`config.mk`:
```
export PLATFORM = sky130hd
export DESIGN_NAME = msg_seq_ctrl
export DESIGN_NICKNAME = d
export VERILOG_FILES = /design/src/rtl/msg_seq_pkg.sv /design/src/rtl/msg_marker_file.sv /design/src/rtl/msg_eom_pulse.sv /design/src/rtl/msg_seq_fsm.sv /design/src/rtl/msg_seq_ctrl.sv
export SDC_FILE = /design/constraint.sdc
export NUM_CORES = 1
export LEC_CHECK = 0
export BUFFER_PORTS_ARGS = -buffer_cell sky130_fd_sc_hd__buf_2
export CORE_MARGIN = 3
export CORE_UTILIZATION = 29
export DETAILED_ROUTE_END_ITERATION = 8
export SLEW_MARGIN = 20
export SYNTH_ARGS = -nofsm -noshare
export SYNTH_HDL_FRONTEND = slang
export SYNTH_HIERARCHICAL = 1
export SYNTH_SLANG_ARGS = --single-unit
```
`constraint.sdc`:
```
create_clock -name clk -period 3.9 [get_ports clk]
set_input_delay 0.39 -clock clk [delete_from_list [all_inputs] [get_ports clk]]
set_output_delay 0.39 -clock clk [all_outputs]
set_load 0.05 [all_outputs]
```
`src/rtl/msg_seq_pkg.sv`:
```
`timescale 1ns/1ps
package msg_seq_pkg;
  typedef enum logic [2:0] {
    ST_IDLE,
    ST_REC,
    ST_PLAY,
    ST_CUE,
    ST_FULL
  } seq_state_t;

  // mode flag positions within the mode word
  localparam int M_CUE    = 0;
  localparam int M_JOIN   = 1;
  localparam int M_CASC   = 2;
  localparam int M_LOOP   = 3;
  localparam int M_CONSEC = 4;
  localparam int M_LEVEL  = 5;
endpackage

```
`src/rtl/msg_marker_file.sv`:
```
`timescale 1ns/1ps
module msg_marker_file #(
  parameter int NUM_SEG = 160,
  parameter int PTR_W   = $clog2(NUM_SEG)
) (
  input  logic             clk,
  input  logic             rst,
  input  logic             clr,
  input  logic             we,
  input  logic [PTR_W-1:0] waddr,
  input  logic             wdata,
  input  logic [PTR_W-1:0] raddr,
  output logic             rd
);
  logic [NUM_SEG-1:0] bits_q;

  always_ff @(posedge clk) begin
    if (rst || clr) bits_q <= '0;
    else if (we)    bits_q[waddr] <= wdata;
  end

  assign rd = bits_q[raddr];


  mk_clear_chk: assert property (@(posedge clk) disable iff (rst)
    clr |=> (bits_q == '0));
endmodule

```
`src/rtl/msg_eom_pulse.sv`:
```
`timescale 1ns/1ps
module msg_eom_pulse #(
  parameter int EOM_CYC = 8
) (
  input  logic clk,
  input  logic rst,
  input  logic trig,
  input  logic hold_low,
  output logic eom_n
);
  localparam int CW = $clog2(EOM_CYC + 1);

  logic [CW-1:0] cnt_q, cnt_n;

  always_comb begin
    if (trig)              cnt_n = CW'(EOM_CYC);
    else if (cnt_q != '0)  cnt_n = cnt_q - CW'(1);
    else                   cnt_n = '0;
  end

  always_ff @(posedge clk) begin
    if (rst) begin
      cnt_q <= '0;
      eom_n <= 1'b1;
    end else begin
      cnt_q <= cnt_n;
      eom_n <= !(hold_low || (cnt_n != '0));
    end
  end


  eom_start_chk: assert property (@(posedge clk) disable iff (rst)
    trig |=> !eom_n);

  eom_supply_chk: assert property (@(posedge clk) disable iff (rst)
    hold_low |=> !eom_n);
endmodule

```
`src/rtl/msg_seq_fsm.sv`:
```
`timescale 1ns/1ps
module msg_seq_fsm
  import msg_seq_pkg::*;
#(
  parameter int NUM_SEG = 160,
  parameter int BUS_W   = 8,
  parameter int PTR_W   = $clog2(NUM_SEG),
  parameter int NMODE   = BUS_W - 2
) (
  input  logic             clk,
  input  logic             rst,
  input  logic             ce_n,
  input  logic             play_sel,
  input  logic             pwr_dn,
  input  logic [BUS_W-1:0] addr_mode,
  input  logic             seg_tick,
  input  logic             supply_low,
  input  logic             mk_rd,
  output logic             mk_we,
  output logic [PTR_W-1:0] mk_waddr,
  output logic             mk_wdata,
  output logic             eom_trig,
  output logic             rec_en,
  output logic             play_en,
  output logic             aux_sel,
  output logic [PTR_W-1:0] ptr,
  output logic [NMODE-1:0] modes
);
  localparam logic [PTR_W-1:0] LAST = PTR_W'(NUM_SEG - 1);

  seq_state_t       st, st_n;
  logic [PTR_W-1:0] ptr_n, ptr_inc, start_addr;
  logic [NMODE-1:0] modes_n, flags;
  logic             last_rec, last_rec_n;
  logic             ce_q, ce_fall, is_word;

  assign ce_fall    = ce_q && !ce_n;
  assign is_word    = addr_mode[BUS_W-1] && addr_mode[BUS_W-2];
  assign flags      = is_word ? addr_mode[NMODE-1:0] : '0;
  assign start_addr = (addr_mode < BUS_W'(NUM_SEG)) ? addr_mode[PTR_W-1:0] : '0;
  assign ptr_inc    = (ptr == LAST) ? '0 : ptr + PTR_W'(1);

  always_comb begin
    st_n       = st;
    ptr_n      = ptr;
    modes_n    = modes;
    last_rec_n = last_rec;
    mk_we      = 1'b0;
    mk_waddr   = ptr;
    mk_wdata   = 1'b0;
    eom_trig   = 1'b0;
    if (pwr_dn) begin
      if (st == ST_REC) begin
        mk_we    = 1'b1;
        mk_wdata = 1'b1;
      end
      st_n  = ST_IDLE;
      ptr_n = '0;
    end else begin
      case (st)
        ST_IDLE: begin
          if (ce_fall) begin
            modes_n = flags;
            if (play_sel) begin
              last_rec_n = 1'b0;
              if (!is_word) begin
                ptr_n = start_addr;
                st_n  = ST_PLAY;
              end else begin
                ptr_n = (last_rec || flags[M_LOOP] || flags[M_LEVEL]) ? '0 : ptr;
                st_n  = flags[M_CUE] ? ST_CUE : ST_PLAY;
              end
            end else if (!supply_low) begin
              last_rec_n = 1'b1;
              st_n       = ST_REC;
              if (!is_word) begin
                ptr_n = start_addr;
              end else if (flags[M_JOIN] && (ptr != '0)) begin
                mk_we    = 1'b1;
                mk_waddr = ptr - PTR_W'(1);
                mk_wdata = 1'b0;
              end
            end
          end
        end
        ST_REC: begin
          if (ce_n) begin
            mk_we    = 1'b1;
            mk_wdata = 1'b1;
            ptr_n    = ptr_inc;
            st_n     = ST_IDLE;
          end else if (seg_tick) begin
            mk_we = 1'b1;
            if (ptr == LAST) begin
              st_n     = ST_FULL;
              eom_trig = 1'b1;
            end else begin
              ptr_n = ptr + PTR_W'(1);
            end
          end
        end
        ST_PLAY: begin
          if (modes[M_LEVEL] && ce_n) begin
            st_n = ST_IDLE;
          end else if (seg_tick) begin
            if (mk_rd) begin
              eom_trig = !modes[M_CASC];
              if (modes[M_LOOP]) begin
                ptr_n = '0;
              end else begin
                st_n  = ST_IDLE;
                ptr_n = modes[M_CONSEC] ? ptr_inc : '0;
              end
            end else if (ptr == LAST) begin
              st_n     = ST_FULL;
              eom_trig = 1'b1;
            end else begin
              ptr_n = ptr + PTR_W'(1);
            end
          end
        end
        ST_CUE: begin
          if (mk_rd) begin
            ptr_n = ptr_inc;
            st_n  = ST_IDLE;
          end else if (ptr == LAST) begin
            ptr_n = '0;
            st_n  = ST_IDLE;
          end else begin
            ptr_n = ptr + PTR_W'(1);
          end
        end
        ST_FULL: st_n = ST_FULL;
        default: st_n = ST_IDLE;
      endcase
    end
  end

  always_ff @(posedge clk) begin
    if (rst) begin
      st       <= ST_IDLE;
      ptr      <= '0;
      modes    <= '0;
      last_rec <= 1'b0;
      ce_q     <= 1'b1;
      rec_en   <= 1'b0;
      play_en  <= 1'b0;
      aux_sel  <= 1'b0;
    end else begin
      st       <= st_n;
      ptr      <= ptr_n;
      modes    <= modes_n;
      last_rec <= last_rec_n;
      ce_q     <= ce_n;
      rec_en   <= (st_n == ST_REC);
      play_en  <= (st_n == ST_PLAY);
      aux_sel  <= !pwr_dn && ((ce_n && (st_n != ST_PLAY) && (st_n != ST_REC))
                              || (st_n == ST_FULL));
    end
  end


  ptr_range_chk: assert property (@(posedge clk) disable iff (rst)
    ptr <= LAST);

  pwr_dn_chk: assert property (@(posedge clk) disable iff (rst)
    pwr_dn |=> (ptr == '0) && !rec_en && !play_en && !aux_sel);

  rec_mute_chk: assert property (@(posedge clk) disable iff (rst)
    rec_en |-> !aux_sel && !play_en);

  no_low_rec_chk: assert property (@(posedge clk) disable iff (rst)
    (supply_low && (st == ST_IDLE)) |=> !rec_en);

  full_hold_chk: assert property (@(posedge clk) disable iff (rst)
    ((st == ST_FULL) && !pwr_dn) |=> (ptr == LAST) && aux_sel);
endmodule

```
`src/rtl/msg_seq_ctrl.sv`:
```
`timescale 1ns/1ps
module msg_seq_ctrl #(
  parameter int NUM_SEG = 160,
  parameter int BUS_W   = 8,
  parameter int EOM_CYC = 8
) (
  input  logic                       clk,
  input  logic                       rst,
  input  logic                       mk_clear,
  input  logic                       ce_n,
  input  logic                       play_sel,
  input  logic                       pwr_dn,
  input  logic [BUS_W-1:0]           addr_mode,
  input  logic                       seg_tick,
  input  logic                       supply_low,
  output logic                       eom_n,
  output logic                       rec_en,
  output logic                       play_en,
  output logic                       aux_sel,
  output logic [$clog2(NUM_SEG)-1:0] dbg_ptr,
  output logic [BUS_W-3:0]           dbg_modes
);
  localparam int PTR_W = $clog2(NUM_SEG);
  localparam int NMODE = BUS_W - 2;

  logic             mk_rd, mk_we, mk_wdata, eom_trig;
  logic [PTR_W-1:0] mk_waddr, ptr;
  logic [NMODE-1:0] modes;

  msg_seq_fsm #(.NUM_SEG(NUM_SEG), .BUS_W(BUS_W), .PTR_W(PTR_W), .NMODE(NMODE)) u_fsm (
    .clk(clk), .rst(rst), .ce_n(ce_n), .play_sel(play_sel), .pwr_dn(pwr_dn),
    .addr_mode(addr_mode), .seg_tick(seg_tick), .supply_low(supply_low),
    .mk_rd(mk_rd), .mk_we(mk_we), .mk_waddr(mk_waddr), .mk_wdata(mk_wdata),
    .eom_trig(eom_trig), .rec_en(rec_en), .play_en(play_en), .aux_sel(aux_sel),
    .ptr(ptr), .modes(modes)
  );

  msg_marker_file #(.NUM_SEG(NUM_SEG), .PTR_W(PTR_W)) u_markers (
    .clk(clk), .rst(rst), .clr(mk_clear), .we(mk_we), .waddr(mk_waddr),
    .wdata(mk_wdata), .raddr(ptr), .rd(mk_rd)
  );

  msg_eom_pulse #(.EOM_CYC(EOM_CYC)) u_eom (
    .clk(clk), .rst(rst), .trig(eom_trig), .hold_low(supply_low), .eom_n(eom_n)
  );

  assign dbg_ptr   = ptr;
  assign dbg_modes = modes;
endmodule

```
==> summary.txt <==
Place
  – DP Wirelength: ~21 mm
  – Final GP Congestion: between 0.8 and 0.9
  – Port Buffer Count: 33
  – Place WS: approximately 260 ps
  – Post-DP Area: between 0.01 and 0.015 mm^2

STA
  – Final hold violations: 0
  – Worst slew pin tran: between 1000 and 1500 ps
  – Fin. max-slew vios: 0
  – Final setup viols: 0
  – Setup Skew: 18.7 ps
  – RSZ-0062 raised after global routing: false
  – Period minus WS final: 3680 ps
  – Final WS setup: 224 ps
  – Rel. slew slack: 28.5%
  – Period utilization: between 90% and 100%
  – Setup TNS: 0 ps
  – F_max: around 0.27 GHz

Synthesis
  – EDFF count, synth: 0
  – Asr flop ratio synth: 0%
  – Sequential area share after synthesis: 38.9%
  – Syn. warnings: 6
  – Synthesized area per cell: 8.22 um^2
  – Top FF cell, synth: dfxtp_1
  – Netlist cell types: 62
  – Syn_nets: around 1200
  – Main area contributors after synthesis: dfxtp_1, nand3_1, a21oi_1
  – Top cell type's share of synthesized area: 38.9%
  – Mapped Cells: 1172
  – Area leader, netlist: dfxtp_1
  – Yosys reg bits: 187
  – Post-Syn Area: roughly 0.0096 mm^2

Setup path
  – R2R depth: 11
  – Flop2flop setup slack: between 200 and 250 ps
  – Critical Path Sink Type: flop
  – Worst Path Max Fanout: 12
  – WP data required: 4190 ps
  – Critical path launch point type: flop
  – Critical Path AT: 3970 ps
  – Crit Path Category: reg2reg
  – Worst R2R End: u_markers/bits_q[81]$_SDFFE_PP0P_
  – Worst r2r src: u_fsm/ptr[2]$_SDFFE_PP0P_

Power
  – Peak VDD IR: 0.291 mV
  – Leakage: 3.55 nW
  – PwrDens: 380 mW/mm^2

Drt
  – DR vias/cell: 5.69
  – DR iter-0 viols: 1007
  – Antenna-violating nets left: 0
  – Routed wire per std cell: approximately 19 um
  – WL final: 32.3 mm
  – DR pass1 iterations: 6
  – DRC: 0
  – Via count: 9454

Finish
  – Share of layout cells above drive strength 1: 14.6%
  – Layout fillers: 3394
  – N_diodes: 0
  – Post-layout instance area: 0.0112 mm^2
  – Area growth, synth to finish: 16.7%
  – # nets final: 1228

Floorplan
  – Die height: between 150 and 200 um
  – I/O pin cnt: 34
  – Row cnt: 66
  – Die Wd: ~190 um
  – Die Area: 0.0354 mm^2
  – Core Box Area: 0.0326 mm^2
  – Initial Utilization: 29.5%

Clock tree
  – Htree depth: 4
  – Sink Count: 187
  – Skew-Pair Late Insertion Delay: 450 ps
  – Root Buffer: clkbuf_16
  – Maximum clock path buffer count: 2
  – CTS buffer count: 17
  – Clock Pin Slew Worst Setup and Hold Paths: 80 ps
  – CTS tree: done

Global routing
  – GRT Total Usage: 17.8%
  – Pin count of the biggest net entering global routing: between 60 and 70
  – Overflow after GRT: 0
  – Number of global-route vias before repair: 8689
  – First-pass GRT wire length: a little over 50 mm
  – Initial antenna violation count: 0

Worst hold path
  – HP Start: addr_mode[4]
  – Hold Crit Depth: 3
  – Hold WC Path Type: in2reg
  – Hold endpoint: u_fsm/modes[4]$_SDFFE_PP0P_

Run status
  – Status: completed

Flow run
  – MaxCap Viol Count: 0
[worst max-delay path: stages, from the launching register on]
cell	delay, ps
dfxtp_1	490
buf_4	280
or4_1	540
nor2_1	140
nand3b_1	250
and2_4	240
xnor2_1	390
nand2_1	130
nor2_1	280
nand2_1	380
o21ai_0	270
a21oi_1	100
[report_power, final]
group | internal [mW] | leakage, nW | switching, mW
registers | 1.94 | 1.51 | 0.0239
clock network | 0.946 | 0.306 | 0.916
logic | 0.151 | 1.73 | 0.293
total | 3.04 | 3.55 | 1.23
[cell usage in the layout, fill, tap and decap left out, types with 17 or more instances in the layout]
| cell | netlist | final |
|---|---|---|
| dfxtp_1 | 187 | 184 |
| nand2_1 | 46 | 45 |
| o21ai_0 | 169 | 168 |
| buf_2 | 8 | 33 |
| buf_4 | 8 | 72 |
| a22oi_1 | 23 | 23 |
| nor2_1 | 49 | 48 |
| mux4_1 | 17 | 17 |
| clkbuf_16 | 0 | 17 |
| nand3_1 | 187 | 186 |
| a21oi_1 | 186 | 186 |
| mux2i_1 | 35 | 35 |
[final cells by class]
type | instances | area [um^2] | area share, %
Clock buffer | 17 | 425 | 3.79
Tap cell | 442 | 553 | 4.92
Multi-Input combinational cell | 881 | 5450 | 48.5
Timing Repair Buffer | 110 | 806 | 7.17
Clock inverter | 15 | 214 | 1.90
Inverter | 9 | 33.8 | 0.301
Sequential cell | 187 | 3750 | 33.4
[worst max-delay path by stage]
stage / startpoint / to / slack (ps) / cells past startpoint
after floorplan: u_fsm/ptr[0]$_SDFFE_PP0P_ / u_eom/eom_n$_SDFF_PP1_ / 200 / 15
after global placement: u_fsm/ptr[0]$_SDFFE_PP0P_ / u_fsm/ptr[2]$_SDFFE_PP0P_ / 310 / 12
after detailed placement: u_fsm/ptr[0]$_SDFFE_PP0P_ / u_fsm/ptr[3]$_SDFFE_PP0P_ / 260 / 12
after CTS: u_fsm/ptr[3]$_SDFFE_PP0P_ / u_eom/eom_n$_SDFF_PP1_ / 240 / 15
after global routing: u_fsm/ptr[0]$_SDFFE_PP0P_ / u_eom/eom_n$_SDFF_PP1_ / 0.6 / 14
final: u_fsm/ptr[2]$_SDFFE_PP0P_ / u_markers/bits_q[81]$_SDFFE_PP0P_ / 220 / 11
[metrics by stage]
step | util, % | std cells | hold slack [ps] | power [mW]
floorplan | - | 1172 | 421 | 2.32
global placement | 32.4 | 1629 | 441 | 2.43
detailed placement | 32.4 | 1629 | 439 | 2.44
CTS | 34.4 | 1661 | 213 | 4.29
global route | 34.4 | 1661 | 216 | 4.43
finish | 34.4 | 1661 | 219 | 4.27
[cells by family after synthesis]
logic type / after synthesis / share of synthesized area (%)
buffers and inverters: 104 / 4.87
adder cells (fa/ha/maj): 6 / 0.780
flip-flops: 187 / 38.9
AND/OR/NAND/NOR: 387 / 21.1
multiplexers: 60 / 10.0
XOR/XNOR: 9 / 0.819
AO/OA/AOI/OAI: 419 / 23.5
[cells in the mapped netlist (10+ instances only)]
cell type / count
dfxtp_1: 187
nand3_1: 187
a21oi_1: 186
o21ai_0: 169
clkbuf_1: 73
nor2_1: 49
nand2_1: 46
mux2i_1: 35
a22oi_1: 23
mux4_1: 17
nor2b_1: 15
a211oi_1: 14
nand2b_1: 14
nor3_1: 14
nand4_1: 10
[routing by layer]
metal  up-vias  track usage, %  share of wire [%]
met1      4596            25.4                 45
met4         0            4.65                1.7
li1       4420               -                  -
met2       399            28.0                 46
met5         -               0                  0
met3        39            2.90                7.9
[registers in the layout, summed over array words and instances (netlist names)]
name              cells
u_markers/bits_q    160
u_fsm/ptr             8
u_fsm/modes           6
u_eom/cnt_q           4
u_fsm/st              3
u_eom/eom_n           1
u_fsm/aux_sel         1
u_fsm/ce_q            1
u_fsm/last_rec        1
u_fsm/play_en         1
u_fsm/rec_en          1
[repair_timing]
item	CTS	global route
setup endpoints to repair	0	27
gates resized for setup	0	6
hold endpoints to repair	0	0
hold buffers	0	0
buffers inserted	0	0
(Power assumes the default switching activity.)
